[src/rtl/mq_pkg.sv]
package mq_pkg;
  localparam int unsigned NUM_Q     = 8;
  localparam int unsigned DATA_W    = 36;
  localparam int unsigned Q_DEPTH   = 16;
  localparam int unsigned SW_CYCLES = 4;
  localparam int unsigned QW        = $clog2(NUM_Q);
  localparam int unsigned SW        = $clog2(Q_DEPTH);
  typedef logic [QW-1:0] qid_t;
endpackage

[src/rtl/mq_switch_ctrl.sv]
module mq_switch_ctrl
  import mq_pkg::*;
#(
  parameter int unsigned N_CYC = SW_CYCLES
) (
  input  logic clk_i,
  input  logic rst_ni,
  input  logic sel_en_i,
  input  qid_t sel_q_i,
  output qid_t pq_o,
  output logic busy_o
);
  localparam int unsigned CW = (N_CYC > 1) ? $clog2(N_CYC) : 1;
  localparam logic [CW-1:0] LAST = CW'(N_CYC - 1);

  logic [CW-1:0] cnt_q;
  qid_t          pq_q, nq_q;

  always_ff @(posedge clk_i or negedge rst_ni) begin
    if (!rst_ni) begin
      cnt_q <= '0;
      pq_q  <= '0;
      nq_q  <= '0;
    end else if (cnt_q == '0) begin
      if (sel_en_i) begin
        nq_q  <= sel_q_i;
        cnt_q <= CW'(1);
      end
    end else if (cnt_q == LAST) begin
      pq_q  <= nq_q;
      cnt_q <= '0;
    end else begin
      cnt_q <= cnt_q + CW'(1);
    end
  end

  assign pq_o   = pq_q;
  assign busy_o = (cnt_q != '0);


  sel_start_chk: assert property (@(posedge clk_i) disable iff (!rst_ni)
    (sel_en_i && !busy_o) |=> busy_o);

  busy_ignore_chk: assert property (@(posedge clk_i) disable iff (!rst_ni)
    busy_o |=> $stable(nq_q));

  pq_hold_chk: assert property (@(posedge clk_i) disable iff (!rst_ni)
    (cnt_q != LAST) |=> $stable(pq_o));

  pq_take_chk: assert property (@(posedge clk_i) disable iff (!rst_ni)
    (cnt_q == LAST) |=> (pq_o == $past(nq_q) && !busy_o));
endmodule

[src/rtl/mq_wptr_bank.sv]
module mq_wptr_bank
  import mq_pkg::*;
(
  input  logic             clk_i,
  input  logic             rst_ni,
  input  logic             we_i,
  input  qid_t             wq_i,
  output logic [SW-1:0]    slot_o,
  output logic [NUM_Q-1:0] full_o
);
  logic [SW:0]      ptr_q [NUM_Q];
  logic [NUM_Q-1:0] inc;

  for (genvar g = 0; g < NUM_Q; g++) begin : g_q
    assign full_o[g] = (ptr_q[g] == (SW+1)'(Q_DEPTH));
    assign inc[g]    = we_i && (wq_i == qid_t'(g)) && !full_o[g];

    always_ff @(posedge clk_i or negedge rst_ni) begin
      if (!rst_ni)     ptr_q[g] <= '0;
      else if (inc[g]) ptr_q[g] <= ptr_q[g] + (SW+1)'(1);
    end


    no_overflow_chk: assert property (@(posedge clk_i) disable iff (!rst_ni)
      full_o[g] |=> (full_o[g] && $stable(ptr_q[g])));
  end

  assign slot_o = ptr_q[wq_i][SW-1:0];


  one_inc_chk: assert property (@(posedge clk_i) disable iff (!rst_ni)
    $onehot0(inc));
endmodule

[src/rtl/mq_store.sv]
module mq_store
  import mq_pkg::*;
(
  input  logic              clk_i,
  input  logic              we_i,
  input  logic [QW+SW-1:0]  waddr_i,
  input  logic [DATA_W-1:0] wdata_i,
  input  logic [QW+SW-1:0]  raddr_i,
  output logic [DATA_W-1:0] rdata_o
);
  localparam int unsigned WORDS = NUM_Q * Q_DEPTH;
  logic [DATA_W-1:0] mem_q [WORDS];

  always_ff @(posedge clk_i) begin
    if (we_i) mem_q[waddr_i] <= wdata_i;
  end

  assign rdata_o = mem_q[raddr_i];
endmodule

[src/rtl/mq_write_switch.sv]
module mq_write_switch
  import mq_pkg::*;
(
  input  logic              clk_i,
  input  logic              rst_ni,
  input  logic              wr_en_i,
  input  logic [DATA_W-1:0] data_i,
  input  logic [QW-1:0]     qsel_i,
  input  logic              qsel_en_i,
  input  logic [QW+SW-1:0]  peek_addr_i,
  output logic [QW-1:0]     present_q_o,
  output logic              busy_o,
  output logic [NUM_Q-1:0]  full_o,
  output logic              wr_ack_o,
  output logic [QW-1:0]     ack_q_o,
  output logic [DATA_W-1:0] peek_data_o
);
  qid_t          pq;
  logic [SW-1:0] slot;

  mq_switch_ctrl u_ctrl (
    .clk_i   (clk_i),
    .rst_ni  (rst_ni),
    .sel_en_i(qsel_en_i),
    .sel_q_i (qsel_i),
    .pq_o    (pq),
    .busy_o  (busy_o)
  );

  mq_wptr_bank u_wptr (
    .clk_i (clk_i),
    .rst_ni(rst_ni),
    .we_i  (wr_en_i),
    .wq_i  (pq),
    .slot_o(slot),
    .full_o(full_o)
  );

  assign wr_ack_o    = wr_en_i && !full_o[pq];
  assign ack_q_o     = pq;
  assign present_q_o = pq;

  mq_store u_store (
    .clk_i  (clk_i),
    .we_i   (wr_ack_o),
    .waddr_i({pq, slot}),
    .wdata_i(data_i),
    .raddr_i(peek_addr_i),
    .rdata_o(peek_data_o)
  );


  ack_full_chk: assert property (@(posedge clk_i) disable iff (!rst_ni)
    wr_ack_o |-> (wr_en_i && !full_o[ack_q_o]));
endmodule

[config.mk]
export PLATFORM = sky130hd
export DESIGN_NAME = mq_write_switch
export DESIGN_NICKNAME = d
export VERILOG_FILES = /design/src/rtl/mq_pkg.sv /design/src/rtl/mq_switch_ctrl.sv /design/src/rtl/mq_wptr_bank.sv /design/src/rtl/mq_store.sv /design/src/rtl/mq_write_switch.sv
export SDC_FILE = /design/constraint.sdc
export NUM_CORES = 2
export LEC_CHECK = 0
export BUFFER_PORTS_ARGS = -buffer_cell sky130_fd_sc_hd__buf_2
export CAP_MARGIN = 0
export CORE_UTILIZATION = 40
export DETAILED_ROUTE_END_ITERATION = 10
export PLACE_DENSITY = 0.63
export RECOVER_POWER = 25
export REMOVE_ABC_BUFFERS = 1
export SYNTH_ARGS = -nofsm -noshare
export SYNTH_HDL_FRONTEND = slang
export SYNTH_MEMORY_MAX_BITS = 65536
export SYNTH_SLANG_ARGS = --single-unit
export TNS_END_PERCENT = 10
[constraint.sdc]
create_clock -name clk_i -period 5.3 [get_ports clk_i]
set_clock_uncertainty 0.15 [all_clocks]
set_input_delay 0 -clock clk_i [delete_from_list [all_inputs] [get_ports clk_i]]
set_output_delay 0 -clock clk_i [all_outputs]
set_load 0.01 [all_outputs]
==> flow_summary.ini <==
[sta]
hold_viol_final = 0
finalCriticalPeriod_ns = 4.61
drv_slew = 2410
min_period_over_period_pct = 86.9
whs_ns = 0.0829
rsz0062_at_grt = false
setup_tns_ns = 0
fmax_mhz = 217
relSlewSlack_pct = -215
setup-violations-final = 0
worst_pin_slew_ns = 4.72

[floorplanning]
core-area_um2 = 442000
die_x_um = 668
die_h_um = 668
initial_core_util_pct = 40.2
fp-row-count = 244
design.portCount = 102
die-area_um2 = 447000

[worst_setup_path]
slowest_delay_ns = 3.24
crit_type = input pin to register
crit_family = buffers and inverters
end_kind = register
required_ns = 5.79
worstPathMaxFanout = 65
startpoint_type = input pin
crit_arrival_ns = 5.10
timing.critical_path.buf_inv = 3
crit_slowest_cell = clkbuf_1
crit_chain = dlygate4sd3_1, clkbuf_1, buf_4

[finish]
drive_gt1_share_pct = 34.3
nNetsFinal = 7568
stdcell_area_um2 = 203000
synthToLayoutAreaGrowth_pct = 14.5

[logic_synthesis]
synth_warnings = 0
ys_types = 43
ys_ff_latch = 4656
syn_area_per_cell_um2 = 25.6
syn_inst = 6932
synth-main-ff-cell = edfxtp_1
netlist_area_um2 = 178000
synth_edf_count = 4608
synthArstFlopShare_pct = 1.03
seq_area_frac_synth_pct = 78.6

[grt]
track_usage_pct = 20.4
overflow = 0
grt_pass1_vias = 81400
grt_pass1_wl_um = 642000
antenna_found_initial = 65
grt_max_degree = 104

[pwr]
p_switching_mw = 19.2
p_int_mw = 62.3
switching_share_pct = 23.6
comb_power_share_pct = 9.3
p_seq_share_pct = 52.1
p_leak_nw = 62.0
ir_worst_vdd_mv = 0.384
power.density_nw_per_um2 = 401
power_frac_clock_pct = 38.7

[status]
outcome = finished with violations
violations = design-rule violations, max-capacitance violations, max-slew violations

[cts]
cts.clk_slew.worst_paths_ns = 0.06
cts_root_buffer = clkbuf_16
h-tree-depth = 5
cts_buffer_depth = 4
numClockSinks = 4656
insertion_delay_ns = 0.95
cts_tree = built
numCtsBuffers = 445
post_cts_resized = 0

[job]
drv_cap = 42

[detailed_routing]
finalWirelength_um = 459000
drtIter0Drc = 10900
remaining_drc_errors = 3
drt-pass1-iter-count = 8
num_vias = 80900
final_antenna_net_count = 0
via_per_inst = 5.86
wl_per_cell_um = 33.2

[placed_design]
dp_hpwl_um = 278000
place.gp.congestion = 0.865
place_area_um2 = 189000
io_buffers = 101

[hold_path]
holdCritPathClass = input pin to register
-- worst register-to-register path: stages, from the launching register on --
cell and delay (ns):
dfrtp_1 0.43, inv_1 0.12, ha_1 0.17, nor4bb_1 1.11, a2111oi_2 0.23, buf_4 0.27
o211ai_1 0.42, buf_4 0.59, nor2_4 0.14, buf_4 0.37
-- logic make-up (layout without fill, tap and decap cells) --
logic type,after synthesis,in the layout,synth area share [%]
flip-flops,4656,4656,78.6
multiplexers,1564,1564,19.5
buffers and inverters,388,1338,0.887
AND/OR/NAND/NOR,225,225,0.566
AO/OA/AOI/OAI,54,54,0.202
XOR/XNOR,26,26,0.128
adder cells (fa/ha/maj),19,19,0.134
other,0,22,0
-- worst paths after layout --
kind	startpoint	to	slack, ns	cells after the start
worst max-delay path	data_i[4]	u_store.mem_q[105][4]$_DFFE_PP_	0.69	3
worst min-delay path	wr_en_i	u_wptr.ptr_q[25]$_DFFE_PN0P_	0.08	5
worst max register to register	u_wptr.ptr_q[35]$_DFFE_PN0P_	u_store.mem_q[47][4]$_DFFE_PP_	0.93	9
worst min register to register	u_wptr.ptr_q[4]$_DFFE_PN0P_	u_wptr.ptr_q[4]$_DFFE_PN0P_	0.32	1
max in group asynchronous	rst_ni	u_wptr.ptr_q[38]$_DFFE_PN0P_	2.59	4
min in group asynchronous	rst_ni	u_ctrl.nq_q[0]$_DFFE_PN0P_	0.89	4
-- flip-flops by register name, indices dropped and copies added, names as in the netlist --
signal	count
u_store.mem_q	4608
u_wptr.ptr_q	40
u_ctrl.nq_q	3
u_ctrl.pq_o	3
u_ctrl.cnt_q	2
-- per-layer routing --
metal | routed length, um | track usage [%]
met1 | 181000 | 28.9
met2 | 226000 | 33.5
met3 | 39900 | 3.07
met4 | 11200 | 4.58
met5 | 77 | 0
-- what timing repair did --
action                                  in CTS  in global routing
endpoints found under the setup margin       0                  0
hold buffers                                60                  0
setup buffers                                0                  0
endpoints found under the hold margin     3317                  0
-- synth_stat cells (5+ instances only) --
library cell / number / share of area, %
o211ai_1: 9 / 0.038
buf_1: 86 / 0.18
nand4_1: 17 / 0.060
xnor2_1: 26 / 0.13
inv_1: 23 / 0.049
nand2_1: 35 / 0.074
o21a_1: 6 / 0.025
nand3_1: 5 / 0.014
mux2_2: 40 / 0.25
and2_1: 6 / 0.021
clkbuf_1: 202 / 0.43
mux4_2: 1517 / 19
mux2i_1: 7 / 0.039
buf_4: 7 / 0.030
nor4bb_1: 7 / 0.039
dfrtp_1: 48 / 0.68
a21oi_1: 5 / 0.014
ha_1: 19 / 0.13
edfxtp_1: 4608 / 78
nor2_1: 132 / 0.28
buf_2: 69 / 0.19
o21ai_0: 20 / 0.056
nor3_1: 8 / 0.023
-- per-stage QoR --
stage          utilization, %  setup WS, ns  total power, mW  cells
2_1_floorplan               -        -0.483             46.2   6567
3_3_place_gp             42.6          1.13             50.5  12900
3_5_place_dp             42.6          1.06             50.7  12900
4_1_cts                  46.1         0.977             82.0  13800
5_1_grt                  46.0         0.617             83.8  13800
6_report                 46.0         0.692             81.6  13800
-- power by group through the flow --
stage	Combinational [mW]	Sequential (mW)	Clock, mW
6_report	7.55	42.5	31.5
5_1_grt	7.85	42.5	33.4
4_1_cts	7.61	42.4	32.0
3_5_place_dp	7.54	43.2	0
3_3_place_gp	7.41	43.1	0
2_1_floorplan	3.10	43.1	0
-- placed cells by master (no fill, tap or decap), types with 17 or more instances in the layout --
cell type | synthesis | final
dfrtp_1 | 48 | 48
clkinvlp_4 | 0 | 20
dlygate4sd3_1 | 0 | 54
nor2_4 | 0 | 124
nand4_1 | 17 | 17
buf_12 | 0 | 73
clkbuf_16 | 0 | 454
clkbuf_1 | 202 | 133
xnor2_1 | 26 | 26
buf_4 | 7 | 247
ha_1 | 19 | 19
edfxtp_1 | 4608 | 4608
nand2_1 | 35 | 35
mux2_2 | 40 | 40
o21ai_0 | 20 | 20
mux4_2 | 1517 | 1517
bufinv_16 | 0 | 45
clkinv_2 | 0 | 84
clkinv_1 | 0 | 113
buf_2 | 69 | 59
inv_1 | 23 | 23
diode_2 | 0 | 22
-- final cells by class --
type	count	area [um^2]
antenna	22	55.1
fill	35800	239000
sequential	4656	140000
clock buffer	539	11700
timing repair buffer	485	4390
multi-input combinational	1888	37500
tap	5904	7390
clock inverter	291	2740
inverter	23	86.3
(Power assumes the default switching activity.)
